--- src/rtl/bce_pkg.sv ---
package bce_pkg;

    localparam int COND_W = 5;

    typedef enum logic [COND_W-1:0] {
        C_EQ       = 5'd0,
        C_NE       = 5'd1,
        C_ANY      = 5'd2,
        C_NONE     = 5'd3,
        C_ALLSET   = 5'd4,
        C_NALLSET  = 5'd5,
        C_LTS      = 5'd6,
        C_GES      = 5'd7,
        C_GTS      = 5'd8,
        C_LES      = 5'd9,
        C_LTU      = 5'd10,
        C_GEU      = 5'd11,
        C_GTU      = 5'd12,
        C_LEU      = 5'd13,
        C_FZERO    = 5'd14,
        C_FNZERO   = 5'd15,
        C_EXT_T    = 5'd16,
        C_EXT_F    = 5'd17
    } cond_e;

    // Condition pair index: code with the inverse bit dropped.
    typedef enum logic [COND_W-2:0] {
        P_EQ     = 4'd0,
        P_ANY    = 4'd1,
        P_ALLSET = 4'd2,
        P_LTS    = 4'd3,
        P_GTS    = 4'd4,
        P_LTU    = 4'd5,
        P_GTU    = 4'd6,
        P_FZERO  = 4'd7,
        P_EXT    = 4'd8
    } pair_e;

    typedef struct packed {
        logic taken;
    } dec_st_t;

endpackage

--- src/rtl/bce_compare.sv ---
module bce_compare #(
    parameter int DATA_W = 16
) (
    input  logic [DATA_W-1:0] a_i,
    input  logic [DATA_W-1:0] b_i,
    output logic              eq_o,
    output logic              lt_s_o,
    output logic              lt_u_o,
    output logic              gt_s_o,
    output logic              gt_u_o
);
    always_comb begin
        eq_o   = (a_i == b_i);
        lt_u_o = (a_i < b_i);
        gt_u_o = (a_i > b_i);
        lt_s_o = ($signed(a_i) < $signed(b_i));
        gt_s_o = ($signed(a_i) > $signed(b_i));
    end
endmodule

--- src/rtl/bce_bittest.sv ---
module bce_bittest #(
    parameter int DATA_W  = 16,
    parameter int SHIFT_W = $clog2(DATA_W)
) (
    input  logic [DATA_W-1:0]  a_i,
    input  logic [DATA_W-1:0]  b_i,
    input  logic [SHIFT_W-1:0] shift_i,
    input  logic [SHIFT_W-1:0] width_i,
    output logic               any_o,
    output logic               allset_o,
    output logic               fzero_o
);
    logic [DATA_W-1:0] common;
    logic [DATA_W-1:0] keep_mask;
    logic [DATA_W-1:0] shifted;

    // Field mask: bit i kept when i <= width, so width+1 low bits survive.
    for (genvar gi = 0; gi < DATA_W; gi++) begin : g_mask
        assign keep_mask[gi] = (width_i >= SHIFT_W'(gi));
    end

    always_comb begin
        common   = a_i & b_i;
        any_o    = |common;
        allset_o = (common == b_i);
        shifted  = a_i >> shift_i;
        fzero_o  = ~|(shifted & keep_mask);
    end
endmodule

--- src/rtl/bce_extsel.sv ---
module bce_extsel #(
    parameter int EXT_N = 64,
    parameter int SEL_W = 8
) (
    input  logic [SEL_W-1:0] sel_i,
    input  logic [EXT_N-1:0] vec_i,
    output logic             hit_o
);
    localparam int IDX_W = $clog2(EXT_N);

    logic             in_range;
    logic [IDX_W-1:0] idx;

    generate
        if (SEL_W > IDX_W) begin : g_wide
            assign in_range = (sel_i < SEL_W'(EXT_N));
            assign idx      = sel_i[IDX_W-1:0];
        end else begin : g_narrow
            assign in_range = (IDX_W'(sel_i) < IDX_W'(EXT_N - 1)) ||
                              (IDX_W'(sel_i) == IDX_W'(EXT_N - 1));
            assign idx      = IDX_W'(sel_i);
        end
    endgenerate

    always_comb begin
        hit_o = 1'b0;
        for (int k = 0; k < EXT_N; k++) begin
            if (in_range && (idx == IDX_W'(k))) hit_o = vec_i[k];
        end
    end
endmodule

--- src/rtl/bce_branch_eval.sv ---
module bce_branch_eval
    import bce_pkg::*;
#(
    parameter int DATA_W  = 16,
    parameter int EXT_N   = 64,
    parameter int SEL_W   = 8,
    parameter int SHIFT_W = $clog2(DATA_W)
) (
    input  logic                 clk_i,
    input  logic                 rst_ni,
    input  logic [DATA_W-1:0]    op_a_i,
    input  logic [DATA_W-1:0]    op_b_i,
    input  logic [COND_W-1:0]    cond_i,
    input  logic [SHIFT_W-1:0]   fld_shift_i,
    input  logic [SHIFT_W-1:0]   fld_width_i,
    input  logic [SEL_W-1:0]     ext_sel_i,
    input  logic [EXT_N-1:0]     ext_vec_i,
    output logic                 taken_o
);
    logic eq, lt_s, lt_u, gt_s, gt_u;
    logic any, allset, fzero, ext_hit;
    logic base;
    logic invert;
    pair_e pair;

    dec_st_t st_d, st_q;

    bce_compare #(.DATA_W(DATA_W)) u_cmp (
        .a_i    (op_a_i),
        .b_i    (op_b_i),
        .eq_o   (eq),
        .lt_s_o (lt_s),
        .lt_u_o (lt_u),
        .gt_s_o (gt_s),
        .gt_u_o (gt_u)
    );

    bce_bittest #(.DATA_W(DATA_W), .SHIFT_W(SHIFT_W)) u_bit (
        .a_i      (op_a_i),
        .b_i      (op_b_i),
        .shift_i  (fld_shift_i),
        .width_i  (fld_width_i),
        .any_o    (any),
        .allset_o (allset),
        .fzero_o  (fzero)
    );

    bce_extsel #(.EXT_N(EXT_N), .SEL_W(SEL_W)) u_ext (
        .sel_i (ext_sel_i),
        .vec_i (ext_vec_i),
        .hit_o (ext_hit)
    );

    always_comb begin
        pair   = pair_e'(cond_i[COND_W-1:1]);
        invert = cond_i[0];
        base   = 1'b0;
        unique case (pair)
            P_EQ:     base = eq;
            P_ANY:    base = any;
            P_ALLSET: base = allset;
            P_LTS:    base = lt_s;
            P_GTS:    base = gt_s;
            P_LTU:    base = lt_u;
            P_GTU:    base = gt_u;
            P_FZERO:  base = fzero;
            P_EXT:    base = ext_hit;
            default:  base = 1'b0;
        endcase
        // Pairs 3..6: inverse of "less" is ">=" and of "greater" is "<=".
        st_d.taken = 1'b0;
        if (cond_i <= COND_W'(C_EXT_F)) st_d.taken = base ^ invert;
    end

    always_ff @(posedge clk_i) begin
        if (!rst_ni) st_q <= '0;
        else         st_q <= st_d;
    end

    assign taken_o = st_q.taken;

endmodule

--- config.mk ---
export PLATFORM = sky130hd
export DESIGN_NAME = bce_branch_eval
export DESIGN_NICKNAME = d
export VERILOG_FILES = /design/src/rtl/bce_pkg.sv /design/src/rtl/bce_compare.sv /design/src/rtl/bce_bittest.sv /design/src/rtl/bce_extsel.sv /design/src/rtl/bce_branch_eval.sv
export SDC_FILE = /design/constraint.sdc
export NUM_CORES = 1
export LEC_CHECK = 0
export CAP_MARGIN = 40
export CORE_MARGIN = 2
export CORE_UTILIZATION = 30
export CTS_CLUSTER_DIAMETER = 40
export CTS_CLUSTER_SIZE = 8
export DETAILED_ROUTE_END_ITERATION = 8
export DONT_BUFFER_PORTS = 1
export GPL_ROUTABILITY_DRIVEN = 0
export PLACE_DENSITY = 0.45
export SKIP_LAST_GASP = 1
export SLEW_MARGIN = 15
export SYNTH_ARGS = -nofsm -noshare
export SYNTH_HDL_FRONTEND = slang
export SYNTH_SLANG_ARGS = --single-unit
--- constraint.sdc ---
create_clock -name clk_i -period 4.4 [get_ports clk_i]
set_input_delay 0.44 -clock clk_i [delete_from_list [all_inputs] [get_ports clk_i]]
set_output_delay 0.44 -clock clk_i [all_outputs]
set_load 0.05 [all_outputs]
# ---- Yosys cells after proc, flatten, opt, wreduce, memory -nomap -nowiden
# Cells that the tools add are included.
dict set report totals {
  register_bits 1
  inputBits 119
  output_inout_bits 1
  wordCells 235
}
dict set report classes {
  magnitude_cmp 22
  eq_ne 73
  shifts 1
  mux 65
  bitwise_logic 3
  n_reduce_logical 70
}
# operator count
set op_table {}
lappend op_table {{6-bit == test (second input constant)} 32}
lappend op_table {{6-bit by 5-bit == test with 1-bit output (second input constant)} 16}
lappend op_table {{1-bit logical AND} 64}
lappend op_table {{1-bit two-way mux} 64}
lappend op_table {{6-bit by 4-bit == test with 1-bit output (second input constant)} 8}
lappend op_table {{16-bit bitwise AND} 2}
lappend op_table {{16-bit == test} 2}
lappend op_table {{4-bit greater-or-equal comparator (second input constant)} 8}
lappend op_table {{16-bit > comparator} 2}
lappend op_table {{16-bit less-than comparator} 2}
lappend op_table {{16-bit OR reduction} 2}
lappend op_table {{6-bit by 3-bit == test with 1-bit output (second input constant)} 4}
lappend op_table {{4-bit by 3-bit == test with 1-bit output (second input constant)} 4}
lappend op_table {{4-bit by 3-bit greater-or-equal comparator with 1-bit output (second input constant)} 4}
lappend op_table {{16-bit by 4-bit >> shifter with 16-bit output} 1}
lappend op_table {{6-bit by 2-bit == test with 1-bit output (second input constant)} 2}
lappend op_table {{1-bit case mux with 9 select lines} 1}
lappend op_table {{4-bit by 2-bit == test with 1-bit output (second input constant)} 2}
lappend op_table {{4-bit by 1-bit greater-or-equal comparator with 1-bit output (second input constant)} 2}
lappend op_table {{4-bit by 2-bit greater-or-equal comparator with 1-bit output (second input constant)} 2}
lappend op_table {{8-bit by 7-bit less-than comparator with 1-bit output (second input constant)} 1}
lappend op_table {{6-bit by 1-bit == test with 1-bit output (second input constant)} 1}
lappend op_table {{6-bit zero test} 1}
lappend op_table {{5-bit <= comparator (second input constant)} 1}
lappend op_table {{6 further kinds} 6}

# ---- Depth between registers and ports, before layout
dict set report logic_depth {
  ltp_word 68
  depth_mapped 11
  ltp_nobuf 10
}

# ---- Modules after synthesis
# Synthesis repeated with hierarchy kept, for this count alone.
dict set report hier_totals {
  cells_unflattened 375
  area_unflattened_um2 2745.1
}
# mod instances cells_each area_each_um2 seq_area_each_um2
set modules_own_cells {}
lappend modules_own_cells {bce_bittest 1 152 1138.6 0.0}
lappend modules_own_cells {bce_extsel 1 147 1027.2 0.0}
lappend modules_own_cells {bce_compare 1 60 440.4 0.0}
lappend modules_own_cells {bce_branch_eval 1 16 138.9 20.0}

# ---- Least setup slack after synthesis
# Ideal clock, no wire load.
dict set report synth_path {
  path_kind {input to register}
  startpoint {input op_a_i[13]}
  endpoint {register st_q, in the netlist taken_o}
  setup_time_ps 129
  arrival_time_ps 2211
  t_required_ps 4271
  setup_slack_ps 2060
  cell_stages 10
  n_path_buf 0
  path_cell_list {inv_1 -> ha_1 -> nand4_1 -> or3_1 -> or4_1 -> nand4b_1 -> o211ai_1 -> nand4_1 -> o31ai_1 -> nor3b_2}
}
dict set report synth_via {
  elab_chain_cells 6
  word_cells_on_any_way 14
  cone_classes {order compare: 4; eq/ne: 2; shift: 1; mux: 1; bitwise: 3; reduce/logical: 3}
}
# element line
set synth_rtl {}
lappend synth_rtl {{from (decl)} bce_branch_eval.sv:11} ;# input logic [DATA_W-1:0] op_a_i,
lappend synth_rtl {{16-bit by 4-bit >> shifter with 16-bit output} bce_bittest.sv:26} ;# shifted = a_i >> shift_i;
lappend synth_rtl {{16-bit bitwise AND} bce_bittest.sv:27} ;# fzero_o = ~|(shifted & keep_mask);
lappend synth_rtl {{16-bit OR reduction} bce_bittest.sv:27}
lappend synth_rtl {{1-bit zero test} bce_bittest.sv:27}
lappend synth_rtl {{1-bit case mux with 9 select lines (*)} bce_branch_eval.sv:58} ;# unique case (pair)
lappend synth_rtl {{1-bit bitwise XOR (*)} bce_branch_eval.sv:72} ;# if (cond_i <= COND_W'(C_EXT_F)) st_d.taken = base ^ invert;
lappend synth_rtl {{to (signal assigned)} bce_branch_eval.sv:77} ;# else st_q <= st_d;
lappend synth_rtl {{to (decl)} bce_branch_eval.sv:26} ;# dec_st_t st_d, st_q;
# Mark *: on every way between the ends. The rest lies on a longest branch, timed or not.
# A chain may end at the register's enable or synchronous reset.

# ---- Worst setup path after layout
# Ends and elaborated chain as after synthesis.

==> results.rst <==
.. list-table::
   :header-rows: 1

   * - Metric
     - Value
   * - Average via count per standard cell
     - 5.96
   * - Transition time of the tightest slew-check pin
     - 0.558 ns
   * - VDD IR-drop max
     - 0.0247 mV
   * - Detailed placer's ending HPWL
     - 8140 um
   * - Comb power frac
     - 94.0%
   * - Cells resized by post-CTS repair
     - 0
   * - Placement Rows
     - 36
   * - Leading post-synthesis cells by cell area
     - ha_1 20%, mux2i_1 7.2%, inv_1 5.2%
   * - Cell Area, Synth
     - 0.00308 sq mm
   * - Number of flip-flops under the largest register name
     - 1
   * - Die area
     - 0.0111 sq mm
   * - Post-DP Area
     - 0.00311 sq mm
   * - Initial cell density of the core
     - 31.2%
   * - Standard cell core area
     - 0.00986 sq mm
   * - Tmin final
     - 2.55 ns
   * - Portion of total power attributed to the clock network
     - 0%
   * - Most common flop cell mapped by yosys
     - dfxtp_1
   * - Remaining DRCs
     - 0
   * - Ports placed on the boundary
     - 120
   * - Clock-pin transition on the worst setup and hold timing paths
     - 0 ns
   * - Area share of the leading cell type in the synthesized netlist
     - 19.5%
   * - Total via count after detailed routing
     - 3186
   * - Share of flip-flops with an asynchronous set or reset after synthesis
     - 0%
   * - Library cell with the highest instance count after synthesis
     - ha_1
   * - Synth Warn #
     - 0
   * - Final worst-path cycle share
     - 58.0%
   * - Slew HR
     - 61.7%
   * - Final WL
     - 10100 um
   * - Outcome
     - finished, final reports clean
   * - Post-layout instance area
     - 0.00311 sq mm
   * - Aggregate negative setup slack
     - 0 ns
   * - Number of fill cells
     - 1071
   * - Unrepaired setup endpoints after global routing
     - false
   * - Maximum Capacitance Violations
     - 0
   * - Seq pwr share
     - 6.0%
   * - Port Buffers
     - 0
   * - Total count of hold-check failures in the final report
     - 0
   * - Area leader, netlist
     - ha_1
   * - DR pass1 iterations
     - 4
   * - First DRT Iteration DRCs
     - 182
   * - Internal
     - 0.109 mW
   * - Critical Path Start Type
     - primary input
   * - Sw Share
     - 49.1%
   * - First-pass GRT wire length
     - 16100 um
   * - Via count of the first global-routing pass
     - 3065
   * - Final net count
     - 571
   * - Number of antenna violations at the first check in global routing
     - 0
   * - Area growth syn-to-layout
     - 1.02%
   * - Total leakage power
     - 1.29 nW
   * - Vertical die dimension
     - 105 um
   * - Synthesized netlist cell count
     - 431
   * - Classification of the worst setup path
     - primary input to register
   * - Cell variety after synth
     - 67
   * - Setup Buffers After CTS
     - 0
   * - Worst-path fanout max
     - 8
   * - Number of failing setup endpoints in the final timing report
     - 0
   * - Endpoint arrival time on the critical path
     - 2.42 ns
   * - GRT Resource Usage Total
     - 17.4%
   * - Final Max Tran Viols
     - 0
   * - Ranking of synthesized cells by instance count
     - 48 x ha_1, 43 x inv_1, 27 x a21oi_1
   * - Seq cells post-synth
     - 1
   * - Part of the Yosys area used for sequential elements
     - 0.651%
   * - Pwr/cell area
     - 69.1 mW/mm^2
   * - Type of the worst min-delay path
     - primary input to register
   * - Highest attainable clock frequency
     - 0.392 GHz
   * - Number of antenna repair diodes
     - 0
   * - DR WL/cell
     - 18.8 um
   * - Total congestion overflow
     - 0
   * - Data required, critical path
     - 4.27 ns
   * - Number of hold buffers added after CTS
     - 0
   * - Net Sw Power
     - 0.105 mW
   * - Count of flip-flops with a built-in enable after synthesis
     - 0
   * - Die extent in x
     - 105 um
   * - Post-DRT Antenna Nets
     - 0
   * - Fraction of layout cells with a size suffix above 1
     - 3.98%
   * - Mapped Nets
     - 598
   * - Maximum number of pins on one net before global-route repair
     - 47
   * - Kind of end point of the critical path
     - register
   * - Synthesized area per cell
     - 7.14 sq um
-- layer usage --
layer	global-route usage, %	up-vias	part of all wire, %
li1	-	1571	-
met1	23.4	1490	42
met3	2.78	2	8.3
met4	1.33	0	0.27
met2	30.3	123	49
met5	0	-	0
-- layout make-up --
type                       count  area, sq um  share of cell area (%)
sequential                     1         20.0                   0.644
timing repair buffer           1         7.51                   0.242
inverter                      44          165                    5.31
tap                          133          166                    5.35
multi-input combinational    356         2750                    88.4
-- power groups by stage --
stage	Sequential (mW)	Clock, mW	Combinational [mW]
5_1_grt	0.0131	0	0.228
4_1_cts	0.0131	0	0.202
2_1_floorplan	0.0126	0	0.194
3_3_place_gp	0.0131	0	0.202
6_report	0.0129	0	0.202
3_5_place_dp	0.0131	0	0.200
-- stage by stage --
stage	power (mW)	setup slack (ns)	hold slack [ns]	utilization, %	std cells
after floorplan	0.206	2.06	0.614	-	431
after global placement	0.215	1.87	0.632	31.5	535
after detailed placement	0.213	1.85	0.647	31.5	535
after CTS	0.215	1.84	0.649	31.5	535
after global routing	0.241	1.68	0.670	31.5	535
final	0.215	1.85	0.643	31.5	535
-- cells by family (layout without fill, tap and decap cells) --
family                   count (synthesis)  after routing  share of synthesized area [%]
adder cells (fa/ha/maj)                 48             48                           19.5
XOR/XNOR                                 2              2                          0.569
buffers and inverters                   74             45                           10.0
AND/OR/NAND/NOR                        138            138                           25.5
AO/OA/AOI/OAI                          137            137                           31.5
flip-flops                               1              1                          0.651
multiplexers                            31             31                           12.3
-- cells in the final DEF, fill, tap and decap left out, types with 3 or more instances in the layout --
master | synthesis | final
nand4_1 | 9 | 9
nand3_1 | 12 | 12
a211oi_1 | 4 | 4
nand2b_1 | 8 | 8
ha_1 | 48 | 48
a21oi_1 | 27 | 27
inv_1 | 43 | 43
mux4_2 | 5 | 5
a31oi_1 | 8 | 8
o22ai_1 | 6 | 6
nor2b_1 | 10 | 10
nor3_1 | 6 | 6
mux2_2 | 3 | 3
a221oi_1 | 3 | 3
nor4_1 | 10 | 10
nand2_1 | 24 | 24
o31ai_1 | 5 | 5
or4_1 | 3 | 3
o211ai_1 | 11 | 11
mux2i_1 | 22 | 22
o21ai_1 | 5 | 5
and3b_1 | 3 | 3
o221ai_1 | 11 | 11
a2111oi_0 | 3 | 3
o21ai_0 | 20 | 20
o32ai_1 | 3 | 3
or3_1 | 7 | 7
nand3b_1 | 6 | 6
nor2_1 | 26 | 26
o21a_1 | 3 | 3
a21o_1 | 5 | 5
or4b_1 | 3 | 3
o32a_1 | 3 | 3
-- path summary, 6_finish.rpt --
kind / start / end / slack (ns) / cells after the start
max: op_a_i[13] / taken_o / 1.85 / 10
min: rst_ni / taken_o / 0.64 / 2
-- critical path, cell delays in order --
cell and delay (ns):
inv_1 0.02, ha_1 0.28, nand4_1 0.17, or3_1 0.42
or4_1 0.47, nand4b_1 0.13, o211ai_1 0.12, nand4_1 0.15
o31ai_1 0.07, nor3b_2 0.15
Power figures use the tool's default switching activity.
